File: src/rtl/mpr_pkg.sv
`timescale 1ns/1ps
// Shared types and helpers for the multiprocessor receive filter.
// Assumes mode encodings: 0 shift (receiver off), 1 eight-bit, 2/3 nine-bit.
package mpr_pkg;

    typedef enum logic [2:0] {
        ST_IDLE,
        ST_START,
        ST_DATA,
        ST_NINTH,
        ST_STOP
    } rx_state_t;

    localparam logic [1:0] MODE_SHIFT = 2'b00;
    localparam logic [1:0] MODE_8BIT  = 2'b01;

    // Two-of-three vote over the samples taken around a bit centre.
    function automatic logic maj3(input logic a, input logic b, input logic c);
        return (a & b) | (a & c) | (b & c);
    endfunction

endpackage

File: src/rtl/mpr_line_sync.sv
`timescale 1ns/1ps
// Multi-stage synchronizer for the asynchronous serial line.
// Assumes the line idles high, so every stage resets to 1.
module mpr_line_sync #(
    parameter int unsigned STAGES = 2
) (
    input  logic clk,
    input  logic rst_n,
    input  logic din,
    output logic dout
);

    logic [STAGES-1:0] q;

    genvar i;
    generate
        for (i = 0; i < STAGES; i++) begin : g_stage
            // Moves the line value one stage further from the pin.
            always_ff @(posedge clk) begin
                if (!rst_n) begin
                    q[i] <= 1'b1;
                end else begin
                    if (i == 0) begin
                        q[i] <= din;
                    end else begin
                        q[i] <= q[(i == 0) ? 0 : i-1];
                    end
                end
            end
        end
    endgenerate

    assign dout = q[STAGES-1];

endmodule

File: src/rtl/mpr_frame_rx.sv
`timescale 1ns/1ps
// Frame deserializer. Counts OS_RATE ticks per bit and votes over three
// samples around the bit centre. It drops false starts, shifts in data
// LSB first, optionally takes a ninth bit, and pulses done at the stop
// bit centre. Assumes os_tick is a one-cycle strobe and mode is stable
// for the length of a frame.
module mpr_frame_rx
    import mpr_pkg::*;
#(
    parameter int unsigned DATA_W  = 8,
    parameter int unsigned OS_RATE = 16
) (
    input  logic              clk,
    input  logic              rst_n,
    input  logic              line,
    input  logic              os_tick,
    input  logic [1:0]        mode,
    output logic              done,
    output logic [DATA_W-1:0] data_o,
    output logic              bit9_o,
    output logic              stop_ok
);

    localparam int unsigned CNT_W = $clog2(OS_RATE);
    localparam int unsigned IDX_W = (DATA_W > 1) ? $clog2(DATA_W) : 1;
    localparam int unsigned MID_A = OS_RATE/2 - 1;
    localparam int unsigned MID_B = OS_RATE/2;
    localparam int unsigned MID_C = OS_RATE/2 + 1;
    localparam int unsigned LAST  = OS_RATE - 1;

    rx_state_t         state;
    logic [CNT_W-1:0]  cnt;
    logic [IDX_W-1:0]  idx;
    logic [DATA_W-1:0] shreg;
    logic              s_a, s_b, nb;
    logic              vote;

    // Majority of the two stored samples and the current one.
    always_comb vote = maj3(s_a, s_b, line);

    // Bit timing, sampling, shifting and frame completion.
    always_ff @(posedge clk) begin
        if (!rst_n) begin
            state   <= ST_IDLE;
            cnt     <= '0;
            idx     <= '0;
            shreg   <= '0;
            s_a     <= 1'b1;
            s_b     <= 1'b1;
            nb      <= 1'b0;
            done    <= 1'b0;
            data_o  <= '0;
            bit9_o  <= 1'b0;
            stop_ok <= 1'b1;
        end else begin
            done <= 1'b0;
            if (mode == MODE_SHIFT) begin
                state <= ST_IDLE;
            end else if (os_tick) begin
                if (state == ST_IDLE) begin
                    if (!line) begin
                        state <= ST_START;
                        cnt   <= CNT_W'(1);
                    end
                end else begin
                    cnt <= (cnt == CNT_W'(LAST)) ? '0 : cnt + 1'b1;
                    if (cnt == CNT_W'(MID_A)) s_a <= line;
                    if (cnt == CNT_W'(MID_B)) s_b <= line;
                    if (cnt == CNT_W'(MID_C)) begin
                        case (state)
                            ST_START: if (vote) state <= ST_IDLE;
                            ST_DATA:  shreg <= {vote, shreg[DATA_W-1:1]};
                            ST_NINTH: nb <= vote;
                            ST_STOP: begin
                                done    <= 1'b1;
                                stop_ok <= vote;
                                data_o  <= shreg;
                                bit9_o  <= mode[1] ? nb : vote;
                                state   <= ST_IDLE;
                            end
                            default: state <= ST_IDLE;
                        endcase
                    end
                    if (cnt == CNT_W'(LAST)) begin
                        case (state)
                            ST_START: begin
                                state <= ST_DATA;
                                idx   <= '0;
                            end
                            ST_DATA: begin
                                idx <= idx + 1'b1;
                                if (idx == IDX_W'(DATA_W-1)) begin
                                    state <= mode[1] ? ST_NINTH : ST_STOP;
                                end
                            end
                            ST_NINTH: state <= ST_STOP;
                            default: ;
                        endcase
                    end
                end
            end
        end
    end

endmodule

File: src/rtl/mpr_accept_gate.sv
`timescale 1ns/1ps
// End-of-frame decision. Compares the frame against the masked given
// address and the broadcast address bit by bit, then combines the result
// with the flag state, the filter enable and the mode. Purely combinational.
module mpr_accept_gate
    import mpr_pkg::*;
#(
    parameter int unsigned DATA_W = 8
) (
    input  logic [1:0]        mode,
    input  logic              filt_en,
    input  logic              flag,
    input  logic [DATA_W-1:0] data,
    input  logic              bit9,
    input  logic              stop_ok,
    input  logic [DATA_W-1:0] slave_addr,
    input  logic [DATA_W-1:0] addr_mask,
    output logic              accept
);

    logic [DATA_W-1:0] given_bit, bcast_bit;
    logic              given_hit, bcast_hit, pass;

    genvar i;
    generate
        for (i = 0; i < DATA_W; i++) begin : g_cmp
            // Per-bit given and broadcast match.
            always_comb begin
                given_bit[i] = !addr_mask[i] || (data[i] == slave_addr[i]);
                bcast_bit[i] = !(slave_addr[i] | addr_mask[i]) || data[i];
            end
        end
    endgenerate

    // Combine the address hits with the mode and filter rules.
    always_comb begin
        given_hit = &given_bit;
        bcast_hit = &bcast_bit;
        if (!filt_en)      pass = 1'b1;
        else if (mode[1])  pass = bit9 && (given_hit || bcast_hit);
        else               pass = stop_ok;
        accept = !flag && (mode != MODE_SHIFT) && pass;
    end

endmodule

File: src/rtl/mp_uart_rx_filter.sv
`timescale 1ns/1ps
// Top of the multiprocessor receive filter. Synchronizes the line,
// deserializes frames and holds the software-visible registers. A frame
// is loaded only when the accept gate allows it. Assumes the
// configuration inputs change only while the line is idle.
module mp_uart_rx_filter #(
    parameter int unsigned DATA_W      = 8,
    parameter int unsigned OS_RATE     = 16,
    parameter int unsigned SYNC_STAGES = 2
) (
    input  logic              clk,
    input  logic              rst_n,
    input  logic              os_tick,
    input  logic              rx_line,
    input  logic [1:0]        mode,
    input  logic              filt_en,
    input  logic [DATA_W-1:0] slave_addr,
    input  logic [DATA_W-1:0] addr_mask,
    input  logic              clr_flag,
    input  logic              clr_ferr,
    output logic [DATA_W-1:0] rx_data,
    output logic              rx_bit9,
    output logic              rx_flag,
    output logic              frame_err
);

    logic              line_s;
    logic              fr_done;
    logic [DATA_W-1:0] fr_data;
    logic              fr_bit9;
    logic              fr_stop_ok;
    logic              accept;

    mpr_line_sync #(.STAGES(SYNC_STAGES)) u_sync (
        .clk   (clk),
        .rst_n (rst_n),
        .din   (rx_line),
        .dout  (line_s)
    );

    mpr_frame_rx #(.DATA_W(DATA_W), .OS_RATE(OS_RATE)) u_frame (
        .clk     (clk),
        .rst_n   (rst_n),
        .line    (line_s),
        .os_tick (os_tick),
        .mode    (mode),
        .done    (fr_done),
        .data_o  (fr_data),
        .bit9_o  (fr_bit9),
        .stop_ok (fr_stop_ok)
    );

    mpr_accept_gate #(.DATA_W(DATA_W)) u_gate (
        .mode       (mode),
        .filt_en    (filt_en),
        .flag       (rx_flag),
        .data       (fr_data),
        .bit9       (fr_bit9),
        .stop_ok    (fr_stop_ok),
        .slave_addr (slave_addr),
        .addr_mask  (addr_mask),
        .accept     (accept)
    );

    // Buffer and ninth-bit register load on an accepted frame.
    always_ff @(posedge clk) begin
        if (!rst_n) begin
            rx_data <= '0;
            rx_bit9 <= 1'b0;
        end else if (fr_done && accept) begin
            rx_data <= fr_data;
            rx_bit9 <= fr_bit9;
        end
    end

    // Receive flag: set on an accepted frame, cleared by software.
    always_ff @(posedge clk) begin
        if (!rst_n)                 rx_flag <= 1'b0;
        else if (fr_done && accept) rx_flag <= 1'b1;
        else if (clr_flag)          rx_flag <= 1'b0;
    end

    // Framing error: set on a low stop bit, cleared by software.
    always_ff @(posedge clk) begin
        if (!rst_n)                     frame_err <= 1'b0;
        else if (fr_done && !fr_stop_ok) frame_err <= 1'b1;
        else if (clr_ferr)              frame_err <= 1'b0;
    end

endmodule

File: config.mk
export PLATFORM = sky130hd
export DESIGN_NAME = mp_uart_rx_filter
export DESIGN_NICKNAME = d
export VERILOG_FILES = /design/src/rtl/mpr_pkg.sv /design/src/rtl/mpr_line_sync.sv /design/src/rtl/mpr_frame_rx.sv /design/src/rtl/mpr_accept_gate.sv /design/src/rtl/mp_uart_rx_filter.sv
export SDC_FILE = /design/constraint.sdc
export NUM_CORES = 1
export LEC_CHECK = 0
export ABC_AREA = 1
export BUFFER_PORTS_ARGS = -buffer_cell sky130_fd_sc_hd__buf_2
export CAP_MARGIN = 15
export CELL_PAD_IN_SITES_DETAIL_PLACEMENT = 0
export CELL_PAD_IN_SITES_GLOBAL_PLACEMENT = 2
export CORE_MARGIN = 2
export CORE_UTILIZATION = 31
export DETAILED_ROUTE_END_ITERATION = 6
export PLACE_DENSITY_LB_ADDON = 0.1
export SLEW_MARGIN = 20
export SYNTH_ARGS = -nofsm -noshare
export SYNTH_HDL_FRONTEND = slang
export SYNTH_SLANG_ARGS = --single-unit
File: constraint.sdc
create_clock -name clk -period 2 [get_ports clk]
set_clock_uncertainty 0.05 [all_clocks]
set_input_delay 0.3 -clock clk [delete_from_list [all_inputs] [get_ports clk]]
set_output_delay 0.3 -clock clk [all_outputs]
set_load 0.02 [all_outputs]
-- Word level (Yosys, flattened, before mapping)
Cells that the tools add are included.
- memory bits (writable): 0
- latch bits: 0
- bits in registers: 45
- ROM bits: 0
- memories: 0
- logic and storage cells: 135
- output and inout bits: 11
- bits of input ports: 25
- shift operators: 0
- equality and inequality tests: 18
- reductions and logical operators: 59
- magnitude comparators: 0
- add/subtract/negate cells: 2
- mux-type cells: 21
- div/mod/pow operators: 0
- bitwise operators: 18
- multipliers: 0
- operators by type and width (kind ; number):
    $mux W3 ; 7
    $reduce_and A5 Y1 ; 4
    $logic_not A1 Y1 ; 18
    $logic_or A1 B1 Y1 ; 17
    $reduce_and A8 Y1 ; 2
    $eq A4 B4 Y1 const B ; 3
    $mux W4 ; 3
    $pmux W3 S2 ; 2
    $or A1 B1 Y1 ; 10
    $pmux W3 S3 ; 1
    $eq A1 B1 Y1 ; 8
    $mux W1 ; 8
    $reduce_and A4 Y1 ; 2
    $reduce_bool A2 Y1 ; 4
    $eq A3 B2 Y1 const B ; 2
    $eq A3 B3 Y1 const B ; 2
    $logic_and A1 B1 Y1 ; 5
    $not A1 Y1 ; 5
    $reduce_or A5 Y1 ; 1
    $add A4 B1 Y4 const B ; 1
    $eq A4 B3 Y1 const B ; 1
    $reduce_or A2 Y1 ; 2
    $add A3 B1 Y3 const B ; 1
    $and A1 B1 Y1 ; 3
    6 further kinds ; 6

-- Logic depth before layout (Yosys ltp)
- depth after elaboration: 11
- mapped depth: 12
- gate-level depth less buffers: 12

-- By module
Synthesis repeated with hierarchy kept, for this count alone.
- cells, all modules: 374
- area, all modules: 2386.0 um^2
- by module, submodules not included (module ; seq. area each (um^2) ; area each (um^2) ; cells each ; instances):
    mpr_frame_rx ; 640.6 ; 1555.2 ; 230 ; 1
    mp_uart_rx_filter ; 220.2 ; 459.2 ; 68 ; 1
    mpr_accept_gate ; 0.0 ; 316.6 ; 70 ; 1
    mpr_line_sync ; 40.0 ; 55.1 ; 6 ; 1

-- Least setup slack after synthesis
No wires, ideal clock.
- path type: flip-flop to flip-flop
- start: register u_frame.cnt[1]
- end: register u_frame.data_o[7]
- stages on the path, launching flop included: 11
- setup slack: 447 ps
- arrival: 1385 ps
- data required time: 1832 ps
- setup time: 118 ps
- clock period less this slack: 1553 ps
- path buffers: 1
- path through: dfxtp_1 inv_1 ha_1 nand3_1 inv_1 nand3_1 nor2_4 inv_2 buf_6 o21ai_2 a21oi_1
- word-level cells in the longest chain between the ends: 2
- RTL lines (element ; line ; source):
    from (decl) ; mpr_frame_rx.sv:32 ; logic [CNT_W-1:0] cnt;
    from (signal assigned) ; mpr_frame_rx.sv:66 ; cnt <= (cnt == CNT_W'(LAST)) ? '0 : cnt + 1'b1;
    $eq A4 B4 Y1 ; mpr_frame_rx.sv:69 ; if (cnt == CNT_W'(MID_C)) begin
    $reduce_and A5 Y1 (no source line) ; n/a ;
    to (signal assigned) ; mpr_frame_rx.sv:77 ; data_o <= shreg;
    to (decl) ; mpr_frame_rx.sv:19 ; output logic [DATA_W-1:0] data_o,
Every way passes these cells.
A chain may end at the register's enable or synchronous reset.

-- Worst setup path after layout
- start: register u_frame.cnt[1]
- end: register u_frame.data_o[0]
Same word-level chain as after synthesis.

==> flow_metrics.tcl <==
set metrics [dict create \
    core_um2 7140 \
    routed-wl-met2_mm 2.39 \
    final_cell_mix "65 x nand2_1, 45 x dfxtp_1, 44 x inv_1, 36 x nor2_1, 35 x buf_2" \
    clock_sinks 45 \
    crit_fanout 16 \
    yosysTopAreaCellShare 0.400 \
    dp_hpwl_mm 4.05 \
    hp-class "primary input to register" \
    synth_compound_area_frac 0.184 \
    status "complete, no violations" \
    finalWeightedCongestion 0.757 \
    fin_crit_ns 1.75 \
    diodes 0 \
    ys_seq_area_frac 0.400 \
    clk_path_buf_depth 2 \
    yosysTopAreaCell "dfxtp_1" \
    syn_area_um2 2250 \
    start_util 0.315 \
    design_area_um2 2600 \
    synth_top_family_by_area "simple AND/OR/NAND/NOR gates" \
    cts_tree "yes" \
    pin_count 36 \
    cp.buffers_inverters 3 \
    cts_resized 0 \
    wl_met3_um 230 \
    nets 389 \
    postSynthRegisterBits 45 \
    htreeDepth 2 \
    clock-root-buffer "clkbuf_8" \
    core.rowCount 31 \
    drt-total-wl_mm 5.29 \
    grt_pass1_wl_mm 8.94 \
    worstPathArrival_ns 1.88 \
    hold_slack_ns 0.138 \
    top_layer "met4" \
    crit_path_top_delay_cell "dfxtp_1" \
    cp.required_ns 2.13 \
    viasPerCell 4.47 \
    r2r_cells 9 \
    clk_pin_slew_worst_paths_ns 0.08 \
    fin_crit_sh 0.873 \
    post_cts_buffers 0 \
    finalHoldViolCount 0 \
    syn_inst 323 \
    finalSetupTns_ns 0 \
    nFillCells 826 \
    endpoint_kind "register" \
    worstMarginPinSlew_ns 0.725 \
    wl_met1_mm 2.60 \
    synth_xor_area_frac 0 \
    track_usage 0.145 \
    slew_headroom 0.516 \
    critPathKind "register to register" \
    area_growth_pct 15.7 \
    ys_types 32 \
    ant_nets 0 \
    antenna_found_initial 0 \
    wire_per_inst_um 11.5 \
    vias 2045 \
    hold_buffers 0 \
    vdd_ir_drop_max_v 0.000280 \
    synth_warnings 0 \
    fmax_ghz 0.573 \
    final_common_cell "nand2_1" \
    setup-violations-final 0 \
    first_iter_violations 84 \
    min_path_cells 2 \
    post_dp_cell_area_um2 2520 \
    synth_simple_gate_area_share 0.289 \
    fin_util 0.365 \
    io_buffer_count 35 \
    drv_slew 0 \
    worstPathCellList "inv_1, ha_1, nand3_1, inv_1, nand3_1, nor2_4, inv_2, o21ai_0, a21oi_1" \
    critPathMaxStageDelay_ns 0.33 \
    die-height_um 89.2 \
    die_area_um2 7950 \
    grt_setup_unrepaired "false" \
    synthTopCellsByArea "dfxtp_1 40%, nand2_1 11%, a21oi_1 7.3%" \
    synth_fa_ha_area_frac 0.0278 \
    p_leak_uw 0.00115 \
    die_x_um 89.2 \
    cp.depth 9 \
    power.density_nw_per_um2 612 \
    syn_nets 353 \
    clk_latency_ns 0.29 \
    avgSynthCellArea_um2 6.96 \
    drc_errors 0 \
    firstDrtPassIters 6 \
    muxShareOfSynthArea 0 \
    drive_above_1_share 0.175 \
    cp_top_family "simple AND/OR/NAND/NOR gates" \
    startpoint_type "register" \
    cts_buffers 5 \
    max-cap-violations 0 \
    gr-total-overflow 0 \
    grt_max_degree 31 \
    grt_pass1_vias 1935 \
]
[path summary, 6_finish.rpt]
kind | endpoint | slack (ns) | startpoint
setup / recovery | u_frame.data_o[0] | 0.25 | u_frame.cnt[1]
hold / removal | u_sync.q[0] | 0.14 | rx_line
setup reg to reg | u_frame.data_o[0] | 0.25 | u_frame.cnt[1]
hold reg to reg | u_sync.dout | 0.37 | u_sync.q[0]
[sequential cells by signal, summed over array words and instances (netlist names), 3 cells and up]
register	flops
u_frame.state	3
rx_data	8
u_frame.shreg	8
u_frame.idx	3
u_frame.data_o	8
u_frame.cnt	4
[stage by stage]
| step | worst slack (ns) | power (uW) | instances |
|---|---|---|---|
| floorplan | 0.447 | 995 | 323 |
| global placement | 0.324 | 1040 | 451 |
| detailed placement | 0.263 | 1040 | 451 |
| CTS | 0.239 | 1630 | 458 |
| global route | 0.0544 | 1680 | 458 |
| finish | 0.254 | 1590 | 458 |
[Yosys cell counts]
master and count:
o21a_1 1, nand4_1 1, inv_1 44, inv_2 3
clkbuf_1 3, nand2_1 65, a211oi_1 1, nor3b_4 1
o21ai_2 3, o21ai_1 1, dfxtp_1 45, a31oi_1 1
inv_4 1, nor2_4 4, nor3_1 2, o211ai_1 3
o311ai_0 1, buf_2 2, buf_6 1, o21ai_0 28
a221oi_1 1, nor2_2 3, or2_2 2, nand2_2 1
nand2_4 2, nor2_1 36, nand3_1 26, a21oi_1 33
a21oi_2 1, a21boi_0 1, ha_1 5, buf_4 1
[where the power goes]
part / internal [uW] / leakage [uW] / switching (uW)
Sequential: 898 / 0.000363 / 3.21
Combinational: 45.2 / 0.000741 / 72.6
Clock: 275 / 0.0000443 / 299
[worst reg2reg max path: cells and delay by family (launching register included)]
| kind | cells | cell delay [ns] |
|---|---|---|
| fa+ha+maj | 1 | 0.14 |
| buf+inv | 3 | 0.37 |
| flops | 1 | 0.33 |
| compound gates | 2 | 0.26 |
| simple gates | 3 | 0.48 |
[cells by family (layout without fill, tap and decap cells)]
| kind of cell | after synthesis | after routing |
|---|---|---|
| buffers and inverters | 55 | 91 |
| adders and majority gates | 5 | 5 |
| and+or+nand+nor | 143 | 143 |
| DFF | 45 | 45 |
| AOI/OAI and AO/OA | 75 | 75 |
[layer usage]
layer | track usage | up-vias
li1 | - | 1113
met1 | 0.189 | 887
met2 | 0.244 | 39
met3 | 0.0277 | 6
met4 | 0.0421 | 0
met5 | 0 | -
[cell type report]
cell class              count  area, um2  share of cell area
clock buffers               7       86.3              0.0332
inverters                  48        183              0.0702
multi-input cells         223       1130               0.433
repair buffers             36        183              0.0702
flip-flops and latches     45        901               0.346
well taps                  99        124              0.0476
Note: power is estimated with default switching activity, not from simulation.
